### src/rtl/tmr_pkg.sv
package tmr_pkg;

    localparam int TMR_MODE_LSB = 0;
    localparam int TMR_CMD_LSB  = 2;

    typedef enum logic [1:0] {
        MODE_SQ_ONCE = 2'b00,
        MODE_SQ_CONT = 2'b01,
        MODE_PL_ONCE = 2'b10,
        MODE_PL_CONT = 2'b11
    } tmr_mode_e;

    typedef enum logic [1:0] {
        CMD_NOP     = 2'b00,
        CMD_HALT    = 2'b01,
        CMD_HALT_TC = 2'b10,
        CMD_GO      = 2'b11
    } tmr_cmd_e;

    typedef struct packed {
        logic     valid;
        tmr_cmd_e cmd;
    } ctl_req_t;

    function automatic logic is_single(input tmr_mode_e m);
        return (m == MODE_SQ_ONCE) || (m == MODE_PL_ONCE);
    endfunction

    function automatic logic is_pulse(input tmr_mode_e m);
        return (m == MODE_PL_ONCE) || (m == MODE_PL_CONT);
    endfunction

endpackage

### src/rtl/wt_host.sv
module wt_host
    import tmr_pkg::*;
#(
    parameter int CNT_W   = 14,
    parameter int MIN_CNT = 2
) (
    input  logic             clk,
    input  logic             rst,
    input  logic             wr_en,
    input  logic             wr_sel,
    input  logic [CNT_W-1:0] wr_data,
    input  logic             tc_evt,
    input  logic             stat_rd,
    output tmr_mode_e        mode,
    output ctl_req_t         req,
    output logic [CNT_W-1:0] eff_cnt,
    output logic             tc_flag
);
    localparam logic [CNT_W-1:0] MIN_V = CNT_W'(MIN_CNT);

    logic [CNT_W-1:0] cnt_q;
    tmr_mode_e        mode_q;
    logic             flag_q;

    always_ff @(posedge clk) begin
        if (rst) begin
            cnt_q  <= '0;
            mode_q <= MODE_SQ_ONCE;
            flag_q <= 1'b0;
        end else begin
            if (wr_en && !wr_sel)
                cnt_q <= wr_data;
            if (wr_en && wr_sel)
                mode_q <= tmr_mode_e'(wr_data[TMR_MODE_LSB +: 2]);
            if (tc_evt)
                flag_q <= 1'b1;
            else if (stat_rd)
                flag_q <= 1'b0;
        end
    end

    always_comb begin
        req.valid = wr_en && wr_sel;
        req.cmd   = tmr_cmd_e'(wr_data[TMR_CMD_LSB +: 2]);
        eff_cnt   = (cnt_q < MIN_V) ? MIN_V : cnt_q;
    end

    assign mode    = mode_q;
    assign tc_flag = flag_q;

    assert_flag_set_R13: assert property (@(posedge clk) disable iff (rst)
        tc_evt |=> tc_flag);
    assert_flag_clear_R13: assert property (@(posedge clk) disable iff (rst)
        (stat_rd && !tc_evt) |=> !tc_flag);
endmodule

### src/rtl/wt_count.sv
module wt_count
    import tmr_pkg::*;
#(
    parameter int CNT_W = 14
) (
    input  logic             clk,
    input  logic             rst,
    input  logic             tick,
    input  ctl_req_t         req,
    input  tmr_mode_e        mode,
    input  logic [CNT_W-1:0] eff_cnt,
    output logic             running,
    output logic [CNT_W-1:0] remain,
    output logic [CNT_W-1:0] period,
    output logic             tc_evt
);
    localparam logic [CNT_W-1:0] ONE = CNT_W'(1);

    logic             run_q, stop_pend, reload_pend;
    logic [CNT_W-1:0] rem_q, per_q;
    logic             halt_now, go_idle;

    always_comb begin
        halt_now = req.valid && (req.cmd == CMD_HALT);
        go_idle  = req.valid && (req.cmd == CMD_GO) && !run_q;
        tc_evt   = run_q && tick && (rem_q == ONE) && !halt_now;
    end

    always_ff @(posedge clk) begin
        if (rst) begin
            run_q       <= 1'b0;
            stop_pend   <= 1'b0;
            reload_pend <= 1'b0;
            rem_q       <= '0;
            per_q       <= '0;
        end else if (halt_now) begin
            run_q       <= 1'b0;
            stop_pend   <= 1'b0;
            reload_pend <= 1'b0;
        end else if (go_idle) begin
            run_q       <= 1'b1;
            per_q       <= eff_cnt;
            rem_q       <= eff_cnt;
            stop_pend   <= 1'b0;
            reload_pend <= 1'b0;
        end else begin
            if (tc_evt) begin
                if (reload_pend) begin
                    per_q <= eff_cnt;
                    rem_q <= eff_cnt;
                end else begin
                    rem_q <= per_q;
                end
                reload_pend <= 1'b0;
                stop_pend   <= 1'b0;
                if (is_single(mode) || stop_pend)
                    run_q <= 1'b0;
            end else if (run_q && tick) begin
                rem_q <= rem_q - ONE;
            end
            if (req.valid && run_q && (req.cmd == CMD_HALT_TC))
                stop_pend <= 1'b1;
            if (req.valid && run_q && (req.cmd == CMD_GO))
                reload_pend <= 1'b1;
        end
    end

    assign running = run_q;
    assign remain  = rem_q;
    assign period  = per_q;

    assert_remain_range_R3: assert property (@(posedge clk) disable iff (rst)
        running |-> (remain != '0) && (remain <= period));
    assert_period_min_R12: assert property (@(posedge clk) disable iff (rst)
        running |-> (period > ONE));
    assert_halt_now_R4: assert property (@(posedge clk) disable iff (rst)
        halt_now |=> !running);
    assert_go_load_R3: assert property (@(posedge clk) disable iff (rst)
        go_idle |=> running && (remain == period));
endmodule

### src/rtl/wt_wave.sv
module wt_wave
    import tmr_pkg::*;
#(
    parameter int CNT_W = 14
) (
    input  logic             running,
    input  tmr_mode_e        mode,
    input  logic [CNT_W-1:0] remain,
    input  logic [CNT_W-1:0] period,
    output logic             wave
);
    logic [CNT_W-1:0] half;
    logic             sq_hi, pl_hi;

    always_comb begin
        half  = period >> 1;
        sq_hi = remain > half;
        pl_hi = remain != CNT_W'(1);
        wave  = !running || (is_pulse(mode) ? pl_hi : sq_hi);
    end
endmodule

### src/rtl/wavetimer.sv
module wavetimer
    import tmr_pkg::*;
#(
    parameter int CNT_W   = 14,
    parameter int MIN_CNT = 2
) (
    input  logic             clk,
    input  logic             rst,
    input  logic             tick,
    input  logic             wr_en,
    input  logic             wr_sel,
    input  logic [CNT_W-1:0] wr_data,
    input  logic             stat_rd,
    output logic             tmr_out,
    output logic             running,
    output logic             tc_flag
);
    tmr_mode_e        mode;
    ctl_req_t         req;
    logic [CNT_W-1:0] eff_cnt, remain, period;
    logic             tc_evt;

    wt_host #(.CNT_W(CNT_W), .MIN_CNT(MIN_CNT)) u_host (
        .clk(clk), .rst(rst), .wr_en(wr_en), .wr_sel(wr_sel),
        .wr_data(wr_data), .tc_evt(tc_evt), .stat_rd(stat_rd),
        .mode(mode), .req(req), .eff_cnt(eff_cnt), .tc_flag(tc_flag)
    );

    wt_count #(.CNT_W(CNT_W)) u_count (
        .clk(clk), .rst(rst), .tick(tick), .req(req), .mode(mode),
        .eff_cnt(eff_cnt), .running(running), .remain(remain),
        .period(period), .tc_evt(tc_evt)
    );

    wt_wave #(.CNT_W(CNT_W)) u_wave (
        .running(running), .mode(mode), .remain(remain),
        .period(period), .wave(tmr_out)
    );

    assert_single_stops_R9: assert property (@(posedge clk) disable iff (rst)
        (tc_evt && is_single(mode)) |=> !running);
    assert_idle_after_tc_R10: assert property (@(posedge clk) disable iff (rst)
        (tc_evt && is_single(mode)) |=> tmr_out);
endmodule

### config.mk
export PLATFORM = sky130hd
export DESIGN_NAME = wavetimer
export DESIGN_NICKNAME = d
export VERILOG_FILES = /design/src/rtl/tmr_pkg.sv /design/src/rtl/wt_host.sv /design/src/rtl/wt_count.sv /design/src/rtl/wt_wave.sv /design/src/rtl/wavetimer.sv
export SDC_FILE = /design/constraint.sdc
export NUM_CORES = 1
export LEC_CHECK = 0
export BUFFER_PORTS_ARGS = -buffer_cell sky130_fd_sc_hd__buf_2
export CAP_MARGIN = 20
export CORE_ASPECT_RATIO = 0.75
export CORE_MARGIN = 3
export CORE_UTILIZATION = 40
export DETAILED_ROUTE_END_ITERATION = 10
export MAX_ROUTING_LAYER = met4
export PLACE_DENSITY = 0.55
export SETUP_SLACK_MARGIN = 0.4
export SLEW_MARGIN = 40
export SYNTH_ARGS = -nofsm -noshare
export SYNTH_HDL_FRONTEND = slang
export SYNTH_HIERARCHICAL = 1
export SYNTH_SLANG_ARGS = --single-unit
export TNS_END_PERCENT = 5
### constraint.sdc
create_clock -name clk -period 4.6 [get_ports clk]
set_input_delay 0.92 -clock clk [delete_from_list [all_inputs] [get_ports clk]]
set_output_delay 0.92 -clock clk [all_outputs]
set_load 0.03 [all_outputs]
==> results of run 1 <==
[cell usage after synthesis, types with 2 or more instances]
cell type  count  share of area
a211oi_1       3         0.0076
a21o_1         3         0.0076
a21oi_1       42          0.071
a221o_1        2         0.0068
a221oi_1       3         0.0089
a221oi_2       2          0.010
a22o_1         3         0.0089
a22oi_1        2         0.0051
a31oi_1        5          0.011
a32o_1         2         0.0068
and2_1         4         0.0085
and4b_1        2         0.0068
buf_2          3         0.0051
buf_4          5          0.013
clkbuf_1      22          0.028
dfxtp_1       48           0.32
ha_1          15          0.063
inv_1         21          0.027
mux2i_1        5          0.017
nand2_1       77          0.098
nand2_2        2         0.0042
nand2b_1       3         0.0063
nand3_1        8          0.014
nand4_1        7          0.015
nor2_1        15          0.019
nor2b_1        3         0.0063
nor3_1         6          0.010
nor4_1        11          0.023
o21ai_0       10          0.017
o21bai_1       3         0.0076
o31ai_1        4          0.010
or2_2          2         0.0042
or3_1          2         0.0042
or4_1          2         0.0051
xor2_1         3         0.0089
[flip-flops by register name, indices dropped and copies added, names as in the netlist]
signal and cells:
u_host/cnt_q 14, u_count/stop_pend 1, u_count/period 14, u_count/remain 14, u_host/tc_flag 1, u_count/reload_pend 1
u_count/running 1, u_host/mode 2
[power breakdown]
part	internal [W]	switching (W)
clock network	0.000122	0.000147
registers	0.000427	0.0000230
logic	0.0000560	0.0000838
total	0.000605	0.000254
[how the worst min path moves through the flow]
stage / from / to / slack, ps / cells past startpoint
after global routing: u_count/period[0] / u_count/period[0] / 490 / 2
after global placement: u_count/period[0] / u_count/period[0] / 440 / 2
final: u_host/cnt_q[0] / u_host/cnt_q[0] / 460 / 2
after detailed placement: u_host/cnt_q[0] / u_host/cnt_q[0] / 450 / 2
after floorplan: u_count/period[0] / u_count/period[0] / 430 / 2
after CTS: u_host/cnt_q[0] / u_host/cnt_q[0] / 460 / 2
[worst max-delay path: cells and delay by family (launching register included)]
family / cells / cell delay, ps
adder cells (fa/ha/maj): 1 / 310
AO/OA/AOI/OAI: 4 / 920
flip-flops: 1 / 520
buffers and inverters: 1 / 180
[metrics by stage]
stage                     hold WS, ps   util
after floorplan                   427      -
after global placement            443  0.438
after detailed placement          446  0.439
after CTS                         460  0.453
after global routing              485  0.453
final                             458  0.453
[routing by layer]
layer | global-route usage | vias up | wire (um)
met5 | - | - | 0
met4 | 0.0590 | 0 | 127
met3 | 0.0659 | 14 | 730
met2 | 0.302 | 91 | 3560
met1 | 0.317 | 1292 | 4420
li1 | - | 1355 | -
[kinds of logic (layout without fill, tap and decap cells)]
| kind of cell | Yosys count | after routing | share of synthesized area |
|---|---|---|---|
| flip-flops | 48 | 48 | 0.325 |
| buffers and inverters | 52 | 53 | 0.0740 |
| multiplexers | 6 | 6 | 0.0207 |
| AO/OA/AOI/OAI | 96 | 96 | 0.219 |
| XOR/XNOR | 4 | 4 | 0.0118 |
| AND/OR/NAND/NOR | 161 | 161 | 0.286 |
| adder cells (fa/ha/maj) | 15 | 15 | 0.0635 |
[cell type report]
class / instances / area (um^2) / area share
Clock buffer: 7 / 86.3 / 0.0272
Clock inverter: 1 / 7.51 / 0.00237
Inverter: 22 / 83.8 / 0.0264
Multi-Input combinational cell: 282 / 1790 / 0.564
Sequential cell: 48 / 961 / 0.303
Tap cell: 98 / 123 / 0.0387
Timing Repair Buffer: 23 / 120 / 0.0379
[cell usage in the layout (no fill, tap or decap), types with 6 or more instances in the layout]
cell	instances
nor2_1	14
nand4_1	7
nor4_1	11
nand3_1	8
inv_1	21
nor3_1	6
nand2_1	77
dfxtp_1	48
a21oi_1	42
buf_2	21
o21ai_0	10
ha_1	15
clkbuf_8	6
==> flow_summary.toml, run 1 <==
[yosys]
netlist_area_um2 = 2960
synth_ff_type = "dfxtp_1"
ys_ff_latch = 48
synth_edf_count = 0
yosysUniqueCellTypes = 67
ys_warn_count = 6
synthArstFlopShare = 0
mappedNetlistNets = 417
syn_area_per_cell_um2 = 7.74
syn_inst = 382
synth-seq-area-share = 0.325

[timing]
skew_ps = 5.99
finalSetupTns_ps = 0
worst_slew_pin_slew_ps = 768
fin_crit_sh = 0.684
hold_viol = 0
post-route-min-period_ps = 3150
max_freq_mhz = 318
final_max_slew_viol_count = 0
timing.final.ws_setup_ps = 1450
setup_viol = 0
relSlewSlack = 0.484
rsz0062_at_grt = "false"

[route]
post_drt_wl_per_cell_um = 18.4
drtIter0Drc = 206
remaining_drc_errors = 0
detail_route.vias_per_cell = 5.72
vias = 2752
drt_pass1_iterations = 5
wirelength_mm = 8.85
ant_nets = 0

[cells_and_area]
final_cell_area_um2 = 3170
synthToLayoutAreaGrowth_pct = 7.19
antenna_cells = 0
final_cells = 481
n_fill_cell = 730
final_nets = 417
drive_gt1_frac = 0.131

[clock_network]
cts_resized = 0
cts_tree = "done"
clk_latency_ps = 310
cts.path.max_buffers = 2
numCtsBuffers = 5
post_cts_buffers = 0
clk_pin_slew_worst_paths_ps = 90
clock_sinks = 48
cts_root_buf = "clkbuf_8"
cts_hold_buf = 0
cts_max_level = 2

[worst_setup_path]
reg2reg_from = "u_count/remain[1]"
reg2reg_slack_ps = 2210
endpoint = "tmr_out"
worstSetupPathType = "register to output pin"
crit_start = "u_count/remain[7]"
arrival_ps = 2230
cp-start-kind = "register"
r2r_cells = 8
cp_cell_sequence = "ha_1 > a21o_1 > a221o_1 > a221oi_2 > a21oi_1 > buf_2"
worstPathMaxFanout = 8
setup.worst_path.end_class = "output pin"
reg2reg_to = "u_count/remain[12]"
cp.required_ps = 3680
crit_slowest_cell = "dfxtp_1"
critical_path.max_stage_delay_ps = 520

[placement]
hpwl_mm = 6.38
dp.cells = 473
routabilityCongestion = 0.978
placed_area_um2 = 3070
dp_slack_ps = 1730
numPortBuffers = 22

[floorplan]
die_x_um = 105
dieArea_um2 = 8470
ios = 23
row_count = 26
die_h_um = 80.5
core_area_um2 = 6990
start_util = 0.423

[outcome]
status = "finished clean"

[job]
maxCapViolations = 0

[pwr]
p_per_area_nw_per_um2 = 271
p_leak_nw = 1.14
irDropWorstVdd_v = 0.000132
p_total_w = 0.000860

[global_routing]
grt_overflow_total = 0
track_usage = 0.223
grt_antenna_before_repair = 0
grt_pass1_vias = 2513
grt_max_degree = 46
grt_pass1_wl_mm = 14.3

[hold_path]
hold_path_class = "register to register"
Note: power is estimated with default switching activity, not from simulation.
==> inputs of run 2 (changes only) <==
==> constraint.sdc (replaced) <==
create_clock -name clk -period 3.22 [get_ports clk]
set_input_delay 0.644 -clock clk [delete_from_list [all_inputs] [get_ports clk]]
set_output_delay 0.644 -clock clk [all_outputs]
set_load 0.03 [all_outputs]
==> run 2 against run 1 <==
Against the previous run: utilization is 0.43 points higher; sequential cell count stayed put; count of clock-buffer cells in the layout is 2 lower; register-to-register slack worse by 1400 ps; routed wire length is 0.50% higher; sequential share of layout area is 0.067 points higher; total power is 39% higher; via count is 3.4% higher; clock power is 30% higher; setup slack worse by 900 ps; cell count is 0.62% higher; critical path type unchanged.
==> flow_summary.toml, run 2 (same netlist as run 1, synthesis figures left out) <==
[cells_and_area]
final_cells = 484
synthToLayoutAreaGrowth_pct = 8.21
final_nets = 421
final_common_cell = "nand2_1"
antenna_cells = 0
layout_common_cells = "nand2_1 (77), a21oi_1 (42), dfxtp_1 (39)"
n_fill_cell = 747
drive_gt1_frac = 0.163

[route]
post_drt_wl_per_cell_um = 18.4
wirelength_mm = 8.89
remaining_drc_errors = 0
vias = 2846
drt_pass1_iterations = 5
detail_route.vias_per_cell = 5.88
drtIter0Drc = 309
ant_nets = 0

[floorplan]
core_area_um2 = 6990
die_h_um = 80.5
row_count = 26
start_util = 0.423
ios = 23
die_x_um = 105
dieArea_um2 = 8470

[timing]
whs_ps = 460
skew_ps = 8.85
hold_viol = 0
max_freq_mhz = 375
worst_slew_pin_slew_ps = 773
final_max_slew_viol_count = 0
finalSetupTns_ps = 0
setup_viol = 0
rsz0062_at_grt = "false"
relSlewSlack = 0.480
post-route-min-period_ps = 2670
fin_crit_sh = 0.828

[global_routing]
grt_antenna_before_repair = 0
grt_overflow_total = 0
grt_pass1_vias = 2577
grt_pass1_wl_mm = 14.4
track_usage = 0.222
grt_max_degree = 35

[clock_network]
clk_pin_slew_worst_paths_ps = 90
cts.path.max_buffers = 2
cts_tree = "done"
clock_sinks = 48
clk_latency_ps = 300
numCtsBuffers = 5
cts_max_level = 2
cts_root_buf = "clkbuf_8"

[pwr]
p_leak_nw = 1.16
irDropWorstVdd_v = 0.000214
p_per_area_nw_per_um2 = 374

[placement]
routabilityCongestion = 0.909
numPortBuffers = 22
dp.cells = 476
hpwl_mm = 6.64

[outcome]
status = "finished clean"

[hold_path]
hold_path_class = "register to register"
min_delay_path_depth = 2

[worst_setup_path]
worstSetupPathType = "register to output pin"
reg2reg_slack_ps = 820
cp-start-kind = "register"
arrival_ps = 2020
setup.worst_path.end_class = "output pin"
worstPathMaxFanout = 8
r2r_cells = 8
cp.required_ps = 2580

[job]
maxCapViolations = 0
-- run 2: worst max-delay path, stage by stage, from the launching register on --
cell	delay [ps]
dfxtp_2	380
ha_1	320
and2_1	180
a221o_1	300
a221oi_2	280
a21oi_1	100
buf_4	170
-- run 2: worst paths after layout --
check	from	to
setup / recovery	u_count/remain[9]	tmr_out
hold / removal	u_host/cnt_q[0]	u_host/cnt_q[0]
setup reg to reg	u_count/remain[1]	u_count/remain[8]
hold reg to reg	u_host/cnt_q[0]	u_host/cnt_q[0]
-- run 2: final cells by class --
cell class              count  area [um^2]  area share
inverters                  22         83.8      0.0262
repair buffers             27          150      0.0469
flip-flops and latches     48          972       0.304
multi-input cells         282         1790       0.559
well taps                  98          123      0.0383
clock buffers               5         68.8      0.0215
clock inverters             2         12.5     0.00391
-- run 2: routing by layer --
metal  vias up  GRT usage  part of all wire  wire length (um)
met5         -          -                 0                 0
li1       1372          -                 -                 -
met4         0     0.0446             0.011               102
met1      1338      0.322              0.50              4410
met2       120      0.314              0.42              3730
met3        16     0.0490             0.073               646
-- run 2: repair_timing --
| action | 4_1_cts | 5_1_grt |
|---|---|---|
| gates resized for setup | 0 | 12 |
| setup endpoints to repair | 0 | 1 |
| hold endpoints to repair | 0 | 0 |
| setup buffers | 0 | 1 |
| hold buffers | 0 | 0 |
-- run 2: power breakdown --
| part | leakage (nW) | total (W) | switching [W] | internal, W |
|---|---|---|---|---|
| combinational | 0.726 | 0.000204 | 0.000122 | 0.0000818 |
| clock | 0.0400 | 0.000350 | 0.000202 | 0.000148 |
| sequential | 0.394 | 0.000643 | 0.0000325 | 0.000610 |
| total | 1.16 | 0.00120 | 0.000357 | 0.000840 |
-- run 2: through the flow --
stage	area, um^2	util	total power (W)	worst slack (ps)
detailed placement	3090	0.441	0.000854	658
floorplan	2960	-	0.000796	895
CTS	3170	0.453	0.00120	414
global route	3200	0.458	0.00125	412
finish	3200	0.458	0.00120	553
global placement	3090	0.441	0.000857	743
==> inputs of run 3 (changes only) <==
--- a/config.mk
+++ b/config.mk
@@ -12,7 +12,7 @@
 export CORE_UTILIZATION = 40
 export DETAILED_ROUTE_END_ITERATION = 10
 export MAX_ROUTING_LAYER = met4
-export PLACE_DENSITY = 0.55
+export PLACE_DENSITY = 0.57
 export SETUP_SLACK_MARGIN = 0.4
 export SLEW_MARGIN = 40
 export SYNTH_ARGS = -nofsm -noshare
==> constraint.sdc (replaced) <==
create_clock -name clk -period 2.2 [get_ports clk]
set_input_delay 0.44 -clock clk [delete_from_list [all_inputs] [get_ports clk]]
set_output_delay 0.44 -clock clk [all_outputs]
set_load 0.03 [all_outputs]
==> run 3 against run 2 <==
Against the previous run: the run now ends with negative setup slack left; setup slack lost 800 ps; count of clock-buffer cells in the layout increased by 1; total power up 67%.
==> flow_summary.toml, run 3 (same netlist as run 1, synthesis figures left out) <==
[hold_path]
hold_start = "wr_data[13]"
hold_path_class = "input port to register"
min_delay_path_depth = 3
hold_end = "u_host/cnt_q[13]"

[timing]
final_max_slew_viol_count = 0
max_freq_mhz = 409
skew_ps = 9.79
timing.final.ws_setup_ps = -244
setup_viol = 1
fin_crit_sh = 1.11
rsz0062_at_grt = "true"
whs_ps = 353
relSlewSlack = 0.627
worst_slew_pin_slew_ps = 560
post-route-min-period_ps = 2440
hold_viol = 0

[cells_and_area]
drive_gt1_frac = 0.400
antenna_cells = 0
layout_common_cells = "nand2_1 (59), dfxtp_1 (32), buf_4 (28), a21oi_1 (28), buf_2 (21)"
final_cell_area_um2 = 3970
final_common_cell = "nand2_1"
synthToLayoutAreaGrowth_pct = 34.3
fin_util = 0.568
final_nets = 459

[placement]
routabilityCongestion = 1.04
hpwl_mm = 7.22
numPortBuffers = 22
placed_area_um2 = 3390

[pwr]
p_per_area_nw_per_um2 = 502
switching_share = 0.295
p_seq_frac = 0.465
combPwrFrac = 0.208
power.internal_w = 0.00141
irDropWorstVdd_v = 0.000291
p_sw_w = 0.000588
p_clk_frac = 0.327
p_leak_nw = 1.48

[worst_setup_path]
critical_path.max_stage_delay_ps = 350
reg2reg_slack_ps = 90
arrival_ps = 2000
worstPathMaxFanout = 3
cp-start-kind = "register"
worstSetupPathType = "register to output pin"
r2r_cells = 6
reg2reg_to = "u_count/remain[10]"
cp.required_ps = 1760
cp_cell_sequence = "inv_1 > ha_1 > and4b_1 > nand4_1 > a31o_2 > a21oi_4 > buf_6"
cp_top_family = "compound AO/OA/AOI/OAI gates"
setup.worst_path.end_class = "output pin"
crit_start = "u_count/period[12]"
path_buf_inv = 2
reg2reg_from = "u_count/remain[0]"
crit_slowest_cell = "dfxtp_2"

[route]
post_drt_wl_per_cell_um = 18.5
drtIter0Drc = 243
wirelength_mm = 9.67
drt_pass1_iterations = 5
detail_route.vias_per_cell = 5.65
ant_nets = 0
vias = 2955
remaining_drc_errors = 0

[global_routing]
grt_max_degree = 30
grt_pass1_wl_mm = 15.3
grt_overflow_total = 0
grt_antenna_before_repair = 0
grt_pass1_vias = 2817
track_usage = 0.238

[floorplan]
start_util = 0.423
die_x_um = 105
dieArea_um2 = 8470
ios = 23
row_count = 26
core_area_um2 = 6990
die_h_um = 80.5

[clock_network]
clk_pin_slew_worst_paths_ps = 90
cts_root_buf = "clkbuf_8"
cts_tree = "done"
cts_hold_buf = 0
cts.path.max_buffers = 2
numCtsBuffers = 5
clk_latency_ps = 320
clock_sinks = 48
cts_max_level = 2

[job]
maxCapViolations = 0

[outcome]
failed_checks = "negative setup slack"
status = "complete, but fails checks"
[run 3: changes by cell type in the layout (fill, tap and decap cells not counted), moves of 7 or more]
| cell | delta |
|---|---|
| nand2_1 | -18 |
| dfxtp_1 | -7 |
| nand2_2 | +13 |
| a21oi_1 | -14 |
| buf_6 | +13 |
| a21oi_2 | +13 |
| buf_4 | +22 |
[run 3: cell type report]
| cell class | instances | area, um^2 |
|---|---|---|
| tap | 98 | 123 |
| sequential | 48 | 988 |
| multi-input combinational | 282 | 2150 |
| fill | 667 | 3020 |
| clock buffer | 6 | 72.6 |
| clock inverter | 2 | 35.0 |
| timing repair buffer | 65 | 517 |
| inverter | 22 | 90.1 |
[run 3: stage by stage]
stage,total power (W),TNS [ps],instances,worst slack (ps)
6_report,0.00199,-244,523,-244
5_1_grt,0.00209,-342,523,-290
4_1_cts,0.00199,-276,522,-276
3_5_place_dp,0.00129,-19.8,507,-19.8
3_3_place_gp,0.00129,0,507,53.8
2_1_floorplan,0.00117,0,382,274
[run 3: how the worst max path moves through the flow]
stage | endpoint | depth (start not counted)
2_1_floorplan | tmr_out | 5
3_3_place_gp | tmr_out | 7
3_5_place_dp | tmr_out | 7
4_1_cts | tmr_out | 7
5_1_grt | tmr_out | 7
6_report | tmr_out | 7
[run 3: power groups by stage]
stage	sequential, W	combinational (W)	clock, W
after global routing	0.000931	0.000446	0.000713
after detailed placement	0.000943	0.000347	0
after CTS	0.000924	0.000391	0.000674
final	0.000927	0.000416	0.000652
after global placement	0.000943	0.000347	0
after floorplan	0.000936	0.000233	0
[run 3: what timing repair did]
action	4_1_cts	5_1_grt
pin swaps	59	49
setup buffers	7	1
gates resized for setup	70	40
endpoints found under the setup margin	32	33
[run 3: worst min-delay path, cell delays in order]
cell and delay [ps]:
buf_2 90, nand2_1 40, a21oi_1 50
[run 3: per-layer routing]
metal | up-vias | wire length [um] | global-route usage
li1 | 1444 | - | -
met1 | 1415 | 4750 | 0.339
met2 | 90 | 4270 | 0.359
met3 | 6 | 598 | 0.0434
met4 | 0 | 57 | 0.0354
met5 | - | 0 | -
